`src/rtl/int_resp_pkg.sv`:
```
package int_resp_pkg;

  typedef enum logic {
    ST_IDLE   = 1'b0,
    ST_ANSWER = 1'b1
  } resp_state_e;

  localparam logic [2:0] FC_CPU_SPACE = 3'b111;
  localparam logic [3:0] TYPE_IACK    = 4'hF;
  localparam logic [1:0] SIZE_BYTE    = 2'b01;

  function automatic logic [1:0] port_size_code(input int port_w);
    if (port_w == 8)       return 2'b01;
    else if (port_w == 16) return 2'b10;
    else                   return 2'b11;
  endfunction

endpackage

```
`src/rtl/irq_pending.sv`:
```
module irq_pending (
  input  logic       clk,
  input  logic       rst_n,
  input  logic       arm,
  input  logic [2:0] level,
  input  logic       accept,
  output logic       pend,
  output logic [2:0] irq_level
);

  logic pend_q;
  logic pend_d;
  logic pend_en;

  always_comb begin
    pend_en = 1'b0;
    pend_d  = pend_q;
    if (arm && (level != 3'd0)) begin
      pend_en = 1'b1;
      pend_d  = 1'b1;
    end else if (accept) begin
      pend_en = 1'b1;
      pend_d  = 1'b0;
    end
  end

  always_ff @(posedge clk or negedge rst_n) begin
    if (!rst_n) begin
      pend_q <= 1'b0;
    end else if (pend_en) begin
      pend_q <= pend_d;
    end
  end

  assign pend      = pend_q;
  assign irq_level = pend_q ? level : 3'd0;

endmodule

```
`src/rtl/iack_decode.sv`:
```
module iack_decode #(
  parameter int ADDR_W = 32
) (
  input  logic [2:0]        fc,
  input  logic [ADDR_W-1:0] addr,
  input  logic              rw,
  input  logic [1:0]        size,
  input  logic              as_n,
  input  logic              ds_n,
  input  logic [2:0]        level,
  input  logic              pend,
  output logic              hit
);
  import int_resp_pkg::*;

  logic strobes_on;
  logic space_ok;
  logic type_ok;
  logic level_ok;

  always_comb begin
    strobes_on = !as_n && !ds_n;
    space_ok   = rw && (fc == FC_CPU_SPACE) && (size == SIZE_BYTE);
    type_ok    = (addr[19:16] == TYPE_IACK);
    level_ok   = (addr[3:1] == level) && (level != 3'd0);
    hit        = pend && strobes_on && space_ok && type_ok && level_ok;
  end

endmodule

```
`src/rtl/ack_sequencer.sv`:
```
module ack_sequencer #(
  parameter int DATA_W = 32,
  parameter int PORT_W = 16
) (
  input  logic              clk,
  input  logic              rst_n,
  input  logic              hit,
  input  logic              as_n,
  input  logic [7:0]        vector,
  input  logic              use_autovec,
  input  logic              use_sync,
  output logic              accept,
  output logic [DATA_W-1:0] data_o,
  output logic [DATA_W/8-1:0] lane_oe,
  output logic [1:0]        size_ack,
  output logic              sync_term,
  output logic              autovec
);
  import int_resp_pkg::*;

  localparam int         LANES     = DATA_W / 8;
  localparam int         VEC_LANE  = (DATA_W - PORT_W) / 8;
  localparam logic [1:0] SIZE_CODE = port_size_code(PORT_W);

  resp_state_e state_q, state_d;
  logic        drive_q, drive_d;
  logic [7:0]  vec_q, vec_d;
  logic [1:0]  size_q, size_d;
  logic        sync_q, sync_d;
  logic        avec_q, avec_d;

  always_comb begin
    state_d = state_q;
    drive_d = drive_q;
    vec_d   = vec_q;
    size_d  = size_q;
    sync_d  = sync_q;
    avec_d  = avec_q;
    accept  = 1'b0;
    case (state_q)
      ST_IDLE: begin
        if (hit) begin
          accept  = 1'b1;
          state_d = ST_ANSWER;
          vec_d   = vector;
          if (use_autovec) begin
            avec_d = 1'b1;
          end else begin
            drive_d = 1'b1;
            if (use_sync) sync_d = 1'b1;
            else          size_d = SIZE_CODE;
          end
        end
      end
      ST_ANSWER: begin
        sync_d = 1'b0;
        if (as_n) begin
          state_d = ST_IDLE;
          drive_d = 1'b0;
          size_d  = 2'b00;
          avec_d  = 1'b0;
        end
      end
      default: state_d = ST_IDLE;
    endcase
  end

  always_ff @(posedge clk or negedge rst_n) begin
    if (!rst_n) begin
      state_q <= ST_IDLE;
      drive_q <= 1'b0;
      vec_q   <= 8'h00;
      size_q  <= 2'b00;
      sync_q  <= 1'b0;
      avec_q  <= 1'b0;
    end else begin
      state_q <= state_d;
      drive_q <= drive_d;
      vec_q   <= vec_d;
      size_q  <= size_d;
      sync_q  <= sync_d;
      avec_q  <= avec_d;
    end
  end

  for (genvar g = 0; g < LANES; g++) begin : g_lane
    if (g == VEC_LANE) begin : g_vec
      assign lane_oe[g]         = drive_q;
      assign data_o[8*g +: 8]   = drive_q ? vec_q : 8'h00;
    end else begin : g_idle
      assign lane_oe[g]         = 1'b0;
      assign data_o[8*g +: 8]   = 8'h00;
    end
  end

  assign size_ack  = size_q;
  assign sync_term = sync_q;
  assign autovec   = avec_q;

endmodule

```
`src/rtl/int_ack_responder.sv`:
```
module int_ack_responder #(
  parameter int ADDR_W = 32,
  parameter int DATA_W = 32,
  parameter int PORT_W = 16
) (
  input  logic                clk,
  input  logic                rst_n,
  input  logic                irq_event,
  input  logic [2:0]          cfg_level,
  input  logic [7:0]          cfg_vector,
  input  logic                cfg_autovec,
  input  logic                cfg_sync_term,
  output logic [2:0]          irq_level,
  input  logic [2:0]          bus_fc,
  input  logic [ADDR_W-1:0]   bus_addr,
  input  logic                bus_rw,
  input  logic [1:0]          bus_size,
  input  logic                bus_as_n,
  input  logic                bus_ds_n,
  output logic [DATA_W-1:0]   data_o,
  output logic [DATA_W/8-1:0] lane_oe,
  output logic [1:0]          size_ack,
  output logic                sync_term,
  output logic                autovec
);

  logic rst_s1_q, rst_s2_q;
  logic rst_int_n;
  logic pend;
  logic hit;
  logic accept;

  always_ff @(posedge clk or negedge rst_n) begin
    if (!rst_n) begin
      rst_s1_q <= 1'b0;
      rst_s2_q <= 1'b0;
    end else begin
      rst_s1_q <= 1'b1;
      rst_s2_q <= rst_s1_q;
    end
  end
  assign rst_int_n = rst_s2_q;

  irq_pending u_pend (
    .clk       (clk),
    .rst_n     (rst_int_n),
    .arm       (irq_event),
    .level     (cfg_level),
    .accept    (accept),
    .pend      (pend),
    .irq_level (irq_level)
  );

  iack_decode #(.ADDR_W(ADDR_W)) u_dec (
    .fc    (bus_fc),
    .addr  (bus_addr),
    .rw    (bus_rw),
    .size  (bus_size),
    .as_n  (bus_as_n),
    .ds_n  (bus_ds_n),
    .level (cfg_level),
    .pend  (pend),
    .hit   (hit)
  );

  ack_sequencer #(.DATA_W(DATA_W), .PORT_W(PORT_W)) u_seq (
    .clk         (clk),
    .rst_n       (rst_int_n),
    .hit         (hit),
    .as_n        (bus_as_n),
    .vector      (cfg_vector),
    .use_autovec (cfg_autovec),
    .use_sync    (cfg_sync_term),
    .accept      (accept),
    .data_o      (data_o),
    .lane_oe     (lane_oe),
    .size_ack    (size_ack),
    .sync_term   (sync_term),
    .autovec     (autovec)
  );

endmodule

```
`config.mk`:
```
export PLATFORM = sky130hd
export DESIGN_NAME = int_ack_responder
export DESIGN_NICKNAME = d
export VERILOG_FILES = /design/src/rtl/int_resp_pkg.sv /design/src/rtl/irq_pending.sv /design/src/rtl/iack_decode.sv /design/src/rtl/ack_sequencer.sv /design/src/rtl/int_ack_responder.sv
export SDC_FILE = /design/constraint.sdc
export NUM_CORES = 1
export LEC_CHECK = 0
export BUFFER_PORTS_ARGS = -buffer_cell sky130_fd_sc_hd__buf_2
export CORE_MARGIN = 5
export CORE_UTILIZATION = 38
export CTS_CLUSTER_DIAMETER = 30
export DETAILED_ROUTE_END_ITERATION = 6
export PLACE_DENSITY = 0.85
export SYNTH_ARGS = -nofsm -noshare
export SYNTH_HDL_FRONTEND = slang
export SYNTH_SLANG_ARGS = --single-unit
```
`constraint.sdc`:
```
create_clock -name clk -period 0.9 [get_ports clk]
set_input_delay 0.045 -clock clk [delete_from_list [all_inputs] [get_ports clk]]
set_output_delay 0.045 -clock clk [all_outputs]
set_load 0.01 [all_outputs]
```
==> impl_metrics.yaml <==
synthesis:
  synthDistinctLibCells: 22
  synthArstFlopShare: 1.00
  ys_ff_latch: 16
  synth_edf_count: 0
  fraction_of_synthesized_cell_area_taken_by_the_top_area_cell_type: 0.411
  synth_seq_area_share: 0.411
  synth_cells: 93
  mappedNetlistArea_um2: 975
  synth.area.top_cells: "dfrtp_1, buf_4, and2_1"
  synth_flop_cell: "dfrtp_1"
  yosys_warnings: 0
  yosysTopAreaCell: "dfrtp_1"
  mean_instance_size_in_the_synthesized_netlist_um2: 10.5
worst_setup_path:
  critical_path_class: "register to register"
  critical-path-max-stage-delay_ps: 390
  timing.critical_path.to_type: "register"
  worst_r2r_path_depth: 5
  worstPathArrival_ps: 1730
  critical_path.cell_chain: "nand4b_1 > nor4_2 > o2111ai_2 > buf_12 > mux2_4"
  worst-endpoint-required_ps: 1070
  r2r_slack_ps: -660
  worstPathBufferInverterCount: 1
  r2r_start: "u_seq.state_q$_DFF_PN0_"
  maximum_fanout_along_the_worst_path: 14
  worst_path_dominant_cell_family: "flip-flops"
  worst_setup_path_start_kind: "register"
  worstReg2RegEnd: "u_seq.vec_q[0]$_DFFE_PN0P_"
  worst_setup_path_startpoint: "u_seq.state_q$_DFF_PN0_"
  critical_path.slowest_cell: "dfrtp_1"
hold_path:
  hold_path_class: "input port to async pin"
clock_tree:
  clock_buffer_count_from_cts: 3
  max-clock-path-buffers: 2
  numClockSinks: 16
  clk_root_buffer_cell: "clkbuf_4"
  cts_tree: "built"
  worstSkewPairLatency_ps: 280
  h-tree-depth: 1
  clkSlewWorstSetupHoldPaths_ps: 90
sta:
  final_period_minus_worst_setup_slack_ps: 1560
  report.final.hold_viol_count: 0
  rsz0062_at_grt: "yes"
  max_clock_freq_ghz: 0.641
  min_period_over_period: 1.73
  worst_clock_skew_ps: 1.25
  drv_slew: 0
  finalSetupViolations: 26
  worst_slack_ps: -661
floorplanning:
  ports_placed_on_the_boundary: 99
  fp.dieArea_mm2: 0.00368
  core_area_mm2: 0.00245
  die_height_um: 60.6
  die_w_um: 60.6
  start_util: 0.397
  num_rows: 18
routing:
  drt_wl_total_um: 2300
  drt_first_iter_violations: 14
  post_drt_wl_per_cell_um: 12.1
  route.detailed.drc: 0
  antenna_violating_nets_post_route: 0
  via_count: 788
  drt-vias-per-instance: 4.15
  detail_route.first_pass.iterations: 2
run:
  max_cap_viol_count: 0
run_status:
  status: "finished, violations left"
  failed_checks: "setup timing"
cells_and_area:
  multiInputGateArea_um2: 467
  count_of_nets_after_finishing: 217
  syn_to_final_growth_pct: 50.3
  total_inserted_antenna_cells: 0
  fillers: 209
  ff_latch_area_um2: 402
  drive_above_1_share: 0.506
power:
  power_density_mw_per_mm2: 981
  p_leak_nw: 0.796
  report.power.total_mw: 1.44
  peakVddDrop_v: 0.000984
placed_design:
  pre_cts_slack_ps: -655
  detailedPlacementHpwl_um: 1760
  placement.io_buffers: 45
  gp_congestion: 0.819
global_routing:
  grt_overflow_total: 0
  via_count_of_the_first_global_routing_pass: 766
  grt_first_pass_wirelength_um: 3290
  track_usage: 0.123
  largest_net_degree_at_the_start_of_global_routing: 15
  grt_antenna_before_repair: 0
state kept, by name, indices dropped and copies added, names as in the netlist:
name	flops
u_seq.state_q	1
u_pend.pend	1
u_seq.autovec	1
u_seq.drive_q	1
u_seq.size_ack	1
rst_s1_q	1
u_seq.sync_term	1
rst_int_n	1
u_seq.vec_q	8
synth_stat cells, drive strengths merged, types with 2 or more instances:
cell / instances
buf: 30
inv: 2
dfrtp: 16
and2: 12
xor2: 2
nand2: 6
nor2: 2
o21ai: 3
conb: 2
mux2: 8
repair_timing:
action,4_1_cts,5_1_grt
cloned,0,0
endpoints found under the setup margin,26,28
gates resized for setup,17,15
endpoints found under the hold margin,13,0
hold buffers,12,0
buffers inserted,3,2
pin swaps,1,1
logic make-up (layout without fill, tap and decap cells):
| kind of cell | after synthesis | in the layout | share of synthesized area |
|---|---|---|---|
| DFF | 16 | 16 | 0.411 |
| muxes | 8 | 8 | 0.108 |
| xor gates and xnor gates | 2 | 2 | 0.0180 |
| other | 2 | 29 | 0.00771 |
| and+or+nand+nor | 26 | 26 | 0.155 |
| buffers and inverters | 32 | 72 | 0.243 |
| AOI/OAI and AO/OA | 7 | 7 | 0.0578 |
power by group:
group          internal (mW)  total (mW)  switching (mW)
clock network          0.246       0.467           0.221
registers              0.723       0.725         0.00140
logic                  0.120       0.245           0.125
area by class of cell:
type | instances | share of cell area
clock buffers | 4 | 0.0248
repair buffers | 66 | 0.352
well taps | 30 | 0.0256
inverters | 2 | 0.00512
flip-flops and latches | 16 | 0.274
multi-input cells | 72 | 0.319
placed cells by master, fill, tap and decap left out, drive strengths merged:
master	synthesis	layout
a22o	1	1
and2	12	12
buf	30	54
clkbuf	0	4
conb	2	29
dfrtp	16	16
dlygate4sd3	0	12
inv	2	2
mux2	8	8
nand2	6	6
nand4	1	1
nand4b	1	1
nor2	2	2
nor3	1	1
nor3b	1	1
nor4	1	1
o2111ai	1	1
o21ai	3	3
o2bb2ai	1	1
o31ai	1	1
or3	1	1
xor2	2	2
worst register-to-register path: stages (launching register included):
cell       delay [ps]
dfrtp_1           390
nand4b_1          180
nor4_2            190
o2111ai_2         200
buf_12            200
mux2_4            300
per-stage QoR:
step / std cells / hold slack, ps / util / TNS (ps) / area, um^2
floorplan: 120 / -251 / - / -6740 / 1080
global placement: 170 / -170 / 0.472 / -6580 / 1160
detailed placement: 170 / -169 / 0.472 / -8090 / 1160
CTS: 189 / 42.1 / 0.571 / -11120 / 1400
global route: 190 / 58.9 / 0.597 / -12320 / 1470
finish: 190 / 53.8 / 0.597 / -10740 / 1470
how the worst max path moves through the flow:
stage / end / slack (ps) / cells past startpoint
final: u_seq.vec_q[0]$_DFFE_PN0P_ / -660 / 5
after global routing: u_seq.vec_q[0]$_DFFE_PN0P_ / -720 / 5
after CTS: u_seq.vec_q[0]$_DFFE_PN0P_ / -680 / 5
after detailed placement: u_seq.vec_q[0]$_DFFE_PN0P_ / -650 / 5
after global placement: u_seq.vec_q[0]$_DFFE_PN0P_ / -550 / 5
after floorplan: u_seq.vec_q[0]$_DFFE_PN0P_ / -610 / 5
routing by layer:
layer	track usage	part of all wire	vias to the layer above
met3	0.0340	0.10	0
met1	0.130	0.35	364
li1	-	-	381
met5	0	0	-
met4	0.0526	0	0
met2	0.226	0.55	43
(Power assumes the default switching activity.)
